[config.mk]
export PLATFORM = sky130hd
export DESIGN_NAME = dl_guard
export DESIGN_NICKNAME = d
export VERILOG_FILES = /design/src/rtl/dl_guard_pkg.sv /design/src/rtl/dl_regs.sv /design/src/rtl/dl_check.sv /design/src/rtl/dl_seq.sv /design/src/rtl/dl_guard.sv
export SDC_FILE = /design/constraint.sdc
export NUM_CORES = 1
export LEC_CHECK = 0
export BUFFER_PORTS_ARGS = -buffer_cell sky130_fd_sc_hd__buf_2
export CAP_MARGIN = 20
export CORE_UTILIZATION = 55
export CTS_CLUSTER_DIAMETER = 120
export DETAILED_ROUTE_END_ITERATION = 12
export PLACE_DENSITY = 0.84
export SLEW_MARGIN = 20
export SYNTH_ARGS = -nofsm -noshare
export SYNTH_HDL_FRONTEND = slang
export SYNTH_SLANG_ARGS = --single-unit
[constraint.sdc]
create_clock -name clk -period 3.32 [get_ports clk]
set_input_delay 0.664 -clock clk [delete_from_list [all_inputs] [get_ports clk]]
set_output_delay 0.664 -clock clk [all_outputs]
set_load 0.05 [all_outputs]
[src/rtl/dl_guard_pkg.sv]
package dl_guard_pkg;

    localparam logic [7:0] UNLOCK_KEY = 8'hA5;

    typedef enum logic [1:0] {
        RA_KEY  = 2'd0,
        RA_CTRL = 2'd1,
        RA_SEL  = 2'd2,
        RA_DEST = 2'd3
    } reg_addr_t;

    typedef enum logic [3:0] {
        ST_IDLE,
        ST_WAIT,
        ST_BANK,
        ST_CHECK,
        ST_COPY,
        ST_CLEAR,
        ST_RESULT,
        ST_UNBANK,
        ST_RET
    } seq_state_t;

    typedef struct packed {
        logic dst_err;
        logic sel_err;
    } chk_res_t;

    function automatic logic [7:0] result_byte(chk_res_t r);
        return {6'b0, r.dst_err, r.sel_err};
    endfunction

    function automatic logic any_err(chk_res_t r);
        return r.dst_err | r.sel_err;
    endfunction

endpackage

[src/rtl/dl_regs.sv]
module dl_regs
    import dl_guard_pkg::*;
#(
    parameter int AW = 8,
    parameter int NR = 4
) (
    input  logic          clk,
    input  logic          rst,
    input  logic          wr,
    input  logic [1:0]    addr,
    input  logic [7:0]    wdata,
    input  logic          trusted,
    input  logic          busy,
    input  logic          clr_start,
    output logic [7:0]    key_q,
    output logic          start_q,
    output logic [NR-1:0] sel_q,
    output logic [AW-1:0] dest_q,
    output logic          start_go,
    output logic [7:0]    rdata
);

    logic wr_ok;
    assign wr_ok    = wr && !busy;
    assign start_go = wr_ok && (reg_addr_t'(addr) == RA_CTRL) && wdata[0]
                      && (key_q == UNLOCK_KEY) && trusted;

    always_ff @(posedge clk) begin
        if (rst) begin
            key_q   <= '0;
            start_q <= 1'b0;
            sel_q   <= '0;
            dest_q  <= '0;
        end else begin
            if (clr_start) begin
                start_q <= 1'b0;
            end else if (start_go) begin
                start_q <= 1'b1;
            end
            if (wr_ok) begin
                case (reg_addr_t'(addr))
                    RA_KEY:  key_q  <= wdata;
                    RA_SEL:  sel_q  <= wdata[NR-1:0];
                    RA_DEST: dest_q <= wdata[AW-1:0];
                    default: ;
                endcase
            end
        end
    end

    always_comb begin
        case (reg_addr_t'(addr))
            RA_KEY:  rdata = key_q;
            RA_CTRL: rdata = {7'b0, start_q};
            RA_SEL:  rdata = 8'(sel_q);
            default: rdata = 8'(dest_q);
        endcase
    end

endmodule

[src/rtl/dl_check.sv]
module dl_check
    import dl_guard_pkg::*;
#(
    parameter int AW       = 8,
    parameter int NR       = 4,
    parameter int LEN      = 8,
    parameter int RAM_BASE = 64,
    parameter int RAM_TOP  = 255,
    localparam int IW      = (NR > 1) ? $clog2(NR) : 1
) (
    input  logic [NR-1:0] sel,
    input  logic [AW-1:0] dest,
    output chk_res_t      res,
    output logic [IW-1:0] sel_idx
);

    always_comb begin
        sel_idx = '0;
        for (int i = 0; i < NR; i++) begin
            if (sel[i]) sel_idx = IW'(i);
        end
    end

    always_comb begin
        res.sel_err = ($countones(sel) != 1);
        res.dst_err = (int'(dest) < RAM_BASE) || (int'(dest) > RAM_TOP - LEN);
    end

endmodule

[src/rtl/dl_seq.sv]
module dl_seq
    import dl_guard_pkg::*;
#(
    parameter int AW       = 8,
    parameter int NR       = 4,
    parameter int LEN      = 8,
    parameter int WAIT_CYC = 4,
    localparam int IW      = (NR > 1) ? $clog2(NR) : 1,
    localparam int MAXC    = (LEN > WAIT_CYC) ? LEN : WAIT_CYC,
    localparam int CW      = $clog2(MAXC + 1)
) (
    input  logic          clk,
    input  logic          rst,
    input  logic          start_go,
    input  chk_res_t      chk,
    input  logic [IW-1:0] sel_idx,
    input  logic [AW-1:0] dest,
    output logic          busy,
    output logic          bank_sel,
    output logic          cp_req,
    output logic [AW-1:0] cp_src,
    output logic [AW-1:0] cp_dst,
    output logic          clr_start,
    output logic          res_we,
    output logic [AW-1:0] res_addr,
    output logic [7:0]    res_data,
    output logic          ret_pulse
);

    seq_state_t state;
    logic [CW-1:0] cnt;
    chk_res_t      err_q;

    always_ff @(posedge clk) begin
        if (rst) begin
            state <= ST_IDLE;
            cnt   <= '0;
            err_q <= '0;
        end else begin
            case (state)
                ST_IDLE: if (start_go) begin
                    state <= ST_WAIT;
                    cnt   <= '0;
                end
                ST_WAIT: if (cnt == CW'(WAIT_CYC - 1)) state <= ST_BANK;
                         else cnt <= cnt + 1'b1;
                ST_BANK: state <= ST_CHECK;
                ST_CHECK: begin
                    err_q <= chk;
                    cnt   <= '0;
                    state <= any_err(chk) ? ST_CLEAR : ST_COPY;
                end
                ST_COPY: if (cnt == CW'(LEN - 1)) state <= ST_CLEAR;
                         else cnt <= cnt + 1'b1;
                ST_CLEAR:  state <= ST_RESULT;
                ST_RESULT: state <= ST_UNBANK;
                ST_UNBANK: state <= ST_RET;
                default:   state <= ST_IDLE;
            endcase
        end
    end

    assign busy      = (state != ST_IDLE);
    assign bank_sel  = (state == ST_BANK) || (state == ST_CHECK) || (state == ST_COPY)
                       || (state == ST_CLEAR) || (state == ST_RESULT);
    assign cp_req    = (state == ST_COPY);
    assign cp_src    = AW'(int'(sel_idx) * LEN + int'(cnt));
    assign cp_dst    = dest + AW'(1) + AW'(cnt);
    assign clr_start = (state == ST_CLEAR);
    assign res_we    = (state == ST_RESULT);
    assign res_addr  = dest;
    assign res_data  = result_byte(err_q);
    assign ret_pulse = (state == ST_RET);

endmodule

[src/rtl/dl_guard.sv]
module dl_guard
    import dl_guard_pkg::*;
#(
    parameter int AW       = 8,
    parameter int NR       = 4,
    parameter int LEN      = 8,
    parameter int RAM_BASE = 64,
    parameter int RAM_TOP  = 255,
    parameter int WAIT_CYC = 4,
    localparam int IW      = (NR > 1) ? $clog2(NR) : 1
) (
    input  logic          clk,
    input  logic          rst,
    input  logic          reg_wr,
    input  logic [1:0]    reg_addr,
    input  logic [7:0]    reg_wdata,
    input  logic          reg_trusted,
    output logic [7:0]    reg_rdata,
    output logic          busy,
    output logic          bank_sel,
    output logic          cp_req,
    output logic [AW-1:0] cp_src,
    output logic [AW-1:0] cp_dst,
    output logic          res_we,
    output logic [AW-1:0] res_addr,
    output logic [7:0]    res_data,
    output logic          ret_pulse
);

    logic [7:0]    key_q;
    logic          start_q;
    logic [NR-1:0] sel_q;
    logic [AW-1:0] dest_q;
    logic          start_go;
    logic          clr_start;
    chk_res_t      chk;
    logic [IW-1:0] sel_idx;

    dl_regs #(.AW(AW), .NR(NR)) u_regs (
        .clk(clk), .rst(rst), .wr(reg_wr), .addr(reg_addr), .wdata(reg_wdata),
        .trusted(reg_trusted), .busy(busy), .clr_start(clr_start),
        .key_q(key_q), .start_q(start_q), .sel_q(sel_q), .dest_q(dest_q),
        .start_go(start_go), .rdata(reg_rdata)
    );

    dl_check #(.AW(AW), .NR(NR), .LEN(LEN), .RAM_BASE(RAM_BASE), .RAM_TOP(RAM_TOP)) u_check (
        .sel(sel_q), .dest(dest_q), .res(chk), .sel_idx(sel_idx)
    );

    dl_seq #(.AW(AW), .NR(NR), .LEN(LEN), .WAIT_CYC(WAIT_CYC)) u_seq (
        .clk(clk), .rst(rst), .start_go(start_go), .chk(chk), .sel_idx(sel_idx),
        .dest(dest_q), .busy(busy), .bank_sel(bank_sel), .cp_req(cp_req),
        .cp_src(cp_src), .cp_dst(cp_dst), .clr_start(clr_start), .res_we(res_we),
        .res_addr(res_addr), .res_data(res_data), .ret_pulse(ret_pulse)
    );

endmodule

---- After elaboration in Yosys (flattened, before gate mapping) ----
Cells that the tools add are included.
operators by class
  $lt $le $gt $ge ......................... 2
  reduce and logical (&&, ||, !) cells .... 21
  shift operators ......................... 0
  add/subtract/negate cells ............... 7
  bitwise operators ....................... 1
  muxes and demuxes ....................... 13
  divide/modulo/power cells ............... 0
  equal/unequal tests ..................... 20
  $mul .................................... 0
operators by type and width
  cell                 number
  $add 32x32->32       1
  $ne 32x2->1 const B  1
  $pmux 4 s8           1
  $mux 4               6
  $pmux 8 s3           1
  $eq 4x3->1 const B   5
  $pmux 4 s4           1
  $eq 4x2->1 const B   3
  $add 8x1->8 const B  1
  $add 8x4->8          1
  $eq 8x8->1 const B   1
  $gt 8x8->1 const B   1
  $lt 8x7->1 const B   1
  $reduce_bool 4->1    2
  $add 5x4->6          1
  $ne 2x2->1 const B   3
  $reduce_and 2->1     3
  $logic_and 1x1->1    5
  $logic_or 1x1->1     5
  $add 1x1->2          2
  $add 4x1->4 const B  1
  $eq 2x2->1 const B   2
  $eq 4x1->1 const B   1
  $eq 4x4->1 const B   1
  11 further kinds     14
word-level totals
  memories ................................ 0
  register bits ........................... 31
  RAM bits ................................ 0
  bits in latches ......................... 0
  input bits .............................. 14
  ROM bits ................................ 0
  output and inout port bits .............. 45

---- Logic depth before layout (Yosys ltp) ----
  depth after elaboration ................. 9
  mapped depth ............................ 9
  mapped depth without buffers ............ 9

---- By module ----
From an unflattened synthesis, not the netlist that was laid out.
second synthesis, totals
  cells, all modules ...................... 251
  area, all modules ....................... 2,069.5 µm²
by module, submodules not included
  module    cells an instance  area each (µm²)  instances
  dl_seq    128                1,016.0          1
  dl_regs   109                954.7            1
  dl_check  14                 98.8             1

---- Worst setup path after synthesis ----
Ideal clock, no wire load.
  path type ............................... register -> output
  start point ............................. register u_regs.dest_q[0]
  end point ............................... output port cp_dst[5]
  path slack .............................. 0.311 ns
  cell stages (with the launch flop) ...... 8
  data required time ...................... 2.656 ns
  arrival ................................. 2.345 ns
  path buffers ............................ 0
  cells stage by stage .................... dfxtp_1 -> inv_1 -> ha_1 -> nor2b_1 -> o21ai_0 -> a21boi_0 -> o21ai_0 -> xnor2_1
on the way
  word-level cells in the longest chain between the ends .. 2
RTL lines
  item                      line            RTL
  start: declaration        dl_regs.sv:18   output logic [AW-1:0] dest_q,
  start signal: assignment  dl_regs.sv:44   RA_DEST: dest_q <= wdata[AW-1:0];
  $add 8x1->8               dl_seq.sv:68    assign cp_dst = dest + AW'(1) + AW'(cnt);
  $add 8x4->8               dl_seq.sv:68
  end: declaration          dl_guard.sv:23  output logic [AW-1:0] cp_dst,
No other way between the ends.

---- Final worst setup path ----
  start point ............................. register u_seq.cnt[0]
  end point ............................... output port cp_dst[6]
on the way
  word-level cells in the longest chain between the ends .. 1
RTL lines
  item                      line          RTL
  start: declaration        dl_seq.sv:31  logic [CW-1:0] cnt;
  start signal: assignment  dl_seq.sv:46  else cnt <= cnt + 1'b1;
  start signal: assignment  dl_seq.sv:54  else cnt <= cnt + 1'b1;
  $add 8x4->8               dl_seq.sv:68
No other way between the ends.

==> metrics.md <==
| Metric | Value |
|---|---|
| Clock Tree Root | `clkbuf_4` |
| Yosys top cell area share | `0.3184` |
| CTS resizes | `0` |
| Chip width | `between 60 and 70 um` |
| Synth Cell Area | `approximately 2000 um^2` |
| Clock-pin slew on the worst setup and hold paths | `roughly 0.10 ns` |
| Largest net degree at the start of global routing | `31` |
| Worst Max-Slew Pin Slew | `roughly 0.69 ns` |
| CP arrival | `between 2 and 2.5 ns` |
| HPWL after DPL | `between 3000 and 4000 um` |
| Yosys warns | `0` |
| R2r startpoint | `u_regs.sel_q[2]` |
| Final setup violation count | `0` |
| Delay-heaviest family, CP | `adder cells` |
| Bufs and invs on worst path | `3` |
| Post-synth EDFFs | `0` |
| Hold_ws | `between 0.4 and 0.5 ns` |
| H-tree depth | `2` |
| Main synth FF type | `dfxtp_1` |
| Reg2reg end | `u_seq.state[0]` |
| First-pass GRT wire length | `about 6600 um` |
| Final Hold Viols | `0` |
| Initial antenna violation count | `0` |
| Hold buffer count at cts | `0` |
| Core ar. | `3363 um^2` |
| Fin util | `0.6548` |
| Hold depth | `2` |
| Pwr Total | `a little over 0.0007 W` |
| CTS Buffer Depth | `2` |
| Leak | `1.059 nW` |
| WL final | `about 4200 um` |
| Worst-Skew Late Latency | `about 0.34 ns` |
| Congestion Overflow GR | `0` |
| DP Cell Count | `~320` |
| Area contributors post-synth | `dfxtp_1, ha_1, nand2_1, a21oi_1, buf_4` |
| Die ar. | `between 3000 and 4000 um^2` |
| Worst path max stage delay | `approximately 0.40 ns` |
| Hold Path Sink | `u_regs.key_q[5]` |
| Worst reg2reg setup slack | `~1.3 ns` |
| Area leader, netlist | `dfxtp_1` |
| Worst hold start | `u_regs.key_q[5]` |
| Max Clk Rate | `between 300 and 400 MHz` |
| Int Pwr | `between 0.0004 and 0.0005 W` |
| Drt pass-1 iters | `4` |
| Area growth from synthesis to layout | `12.97%` |
| # IOs | `59` |
| Final cell count without fillers | `330` |
| Sw frac | `0.3204` |
| Crit. End Element | `output port` |
| PortBufs | `50` |
| CP cell instances | `inv_1 -> ha_1 -> inv_1 -> fa_1 -> nand2_1 -> nand2_1 -> a21oi_1 -> nor2_1 -> xor2_1 -> buf_2` |
| Reg2Reg Depth | `8` |
| Row cnt | `21` |
| CP max FO | `6` |
| Clock Sinks | `31` |
| Vias per cell | `roughly 5.3` |
| Hold Path Class | `reg -> reg` |
| Post-CTS Setup Repair Bufs | `0` |
| DRC | `0` |
| Max-slew violation count | `0` |
| Overall Global Routing Usage | `0.2423` |
| WS Path Type | `reg -> out` |
| Final Skew | `about 0.011 ns` |
| Outcome | `finished, final reports clean` |
| Share of layout cells above drive strength 1 | `0.2183` |
| DR WL/cell | `about 13 um` |
| Number of buffers created by CTS | `5` |
| Part of the power in registers | `0.536` |
| TritonCTS clock tree | `yes` |
| FILL cells | `about 310` |
| Initial Util | `0.5796` |
| DR iter-0 viols | `slightly above 60` |
| Yosys reg bits | `31` |
| Crit start category | `flip-flop` |
| Comb power frac | `0.181` |
| Pwr per Cell Area | `~330 nW/um^2` |
| Post-synthesis average cell area | `8.089 um^2` |
| Max-cap check violation count | `0` |
| Slowest-stage cell, CP | `fa_1` |
| Final ANT Viol Nets | `0` |
| ANT cells | `0` |
| Chip height | `61.54 um` |
| Max IR drop VDD | `roughly 0.21 mV` |
| Setup TNS | `0 ns` |
| Fin nets | `a little over 300` |
| Register area share after synthesis | `0.3184` |
| Switching power total | `between 0.0002 and 0.00025 W` |
| Gpl congestion | `approximately 0.86` |
| Max-slew headroom | `0.5378` |
| Period utilization | `0.8802` |
| Minimum clock period | `2.922 ns` |
| RSZ-0062 raised after global routing | `no` |
| Critical Path RT | `roughly 2.7 ns` |
| Post-Synthesis Cells | `241` |
| Netlist cell types | `41` |
| Synth async-reset ratio | `0` |
| Vias in the first global route | `around 1500` |
| Total number of vias | `about 1800` |
| Clk network pwr share | `0.283` |
==> tightest hold or removal path, stage by stage, from the launching register on <==
cell	delay (ns)
dfxtp_1	0.32
nand2_1	0.06
a21oi_1	0.05
==> final cells by class <==
cell class	count	area [um^2]	share of cell area
clock buffer	7	45.04	0.02045
clock inverter	1	5.005	0.002273
sequential	31	620.6	0.2818
timing repair buffer	51	257.7	0.1170
multi-input combinational	182	1171	0.5318
tap	46	57.56	0.02614
inverter	12	45.04	0.02045
==> state kept, by name, indices dropped and copies added, names as in the netlist <==
signal,cells
u_regs.dest_q,8
u_regs.key_q,8
u_regs.sel_q,4
u_seq.cnt,4
u_seq.state,4
u_seq.res_data,2
u_regs.start_q,1
==> per-stage QoR <==
step | setup slack (ns) | area (um^2)
after floorplan | 0.3108 | 1976
after global placement | 0.8454 | 2152
after detailed placement | 0.7516 | 2152
after CTS | 0.3776 | 2202
after global routing | 0.2298 | 2202
final | 0.3979 | 2202
==> layout by cell type (no fill, tap or decap), types with 4 or more instances in the layout <==
cell	instances
buf_2	50
nand2_1	32
dfxtp_1	31
a21oi_1	22
nor2_1	20
nand3_1	18
inv_1	12
ha_1	11
o21ai_0	10
mux2i_1	8
conb_1	8
clkbuf_4	5
nor3_1	4
a22o_1	4
xnor2_1	4
==> how the worst max path moves through the flow <==
stage | to | cells past startpoint | start | slack, ns
floorplan | cp_dst[5] | 7 | u_regs.dest_q[0] | 0.31
global placement | cp_dst[6] | 10 | u_seq.cnt[0] | 0.85
detailed placement | cp_dst[6] | 10 | u_seq.cnt[0] | 0.75
CTS | cp_dst[6] | 10 | u_seq.cnt[0] | 0.38
global route | cp_dst[6] | 10 | u_seq.cnt[0] | 0.23
finish | cp_dst[6] | 10 | u_seq.cnt[0] | 0.40
==> cells by family after synthesis <==
family                     count (synthesis)  synth area share
AOI/OAI and AO/OA                         49            0.1528
xor gates and xnor gates                   7           0.03145
adders and majority gates                 13           0.09114
buffers and inverters                     35           0.09435
DFF                                       31            0.3184
muxes                                      9           0.05456
other                                      1          0.001924
and+or+nand+nor                           96            0.2555
==> routing by layer <==
metal | vias up | global-route usage | wire length [um] | share of wire
met2 | 61 | 0.3641 | 1938 | 0.46
met4 | 0 | 0.1048 | 112 | 0.026
li1 | 900 | - | - | -
met1 | 793 | 0.3269 | 1895 | 0.45
met3 | 10 | 0.06513 | 286 | 0.068
met5 | - | 0 | 0 | 0
==> synth_stat cells, types with 3 or more instances <==
master and instances:
inv_1 12, xor2_1 3, buf_4 13, or3_1 3, a22o_1 4, ha_1 11, o21ai_0 10, buf_2 3
a21oi_1 22, nor3_1 4, xnor2_1 4, nand2_1 32, nor2_1 20, clkbuf_1 7, mux2i_1 8, nand3_1 18
nor2b_1 3, nand2b_1 3, dfxtp_1 31
==> power by group through the flow <==
stage | combinational [W] | clock, W | sequential [W]
2_1_floorplan | 0.000100 | 0 | 0.000406
3_3_place_gp | 0.000130 | 0 | 0.000398
3_5_place_dp | 0.000132 | 0 | 0.000398
4_1_cts | 0.000132 | 0.000211 | 0.000389
5_1_grt | 0.000142 | 0.000233 | 0.000391
6_report | 0.000132 | 0.000206 | 0.000389
No activity file was read; power rests on OpenSTA's default activity.
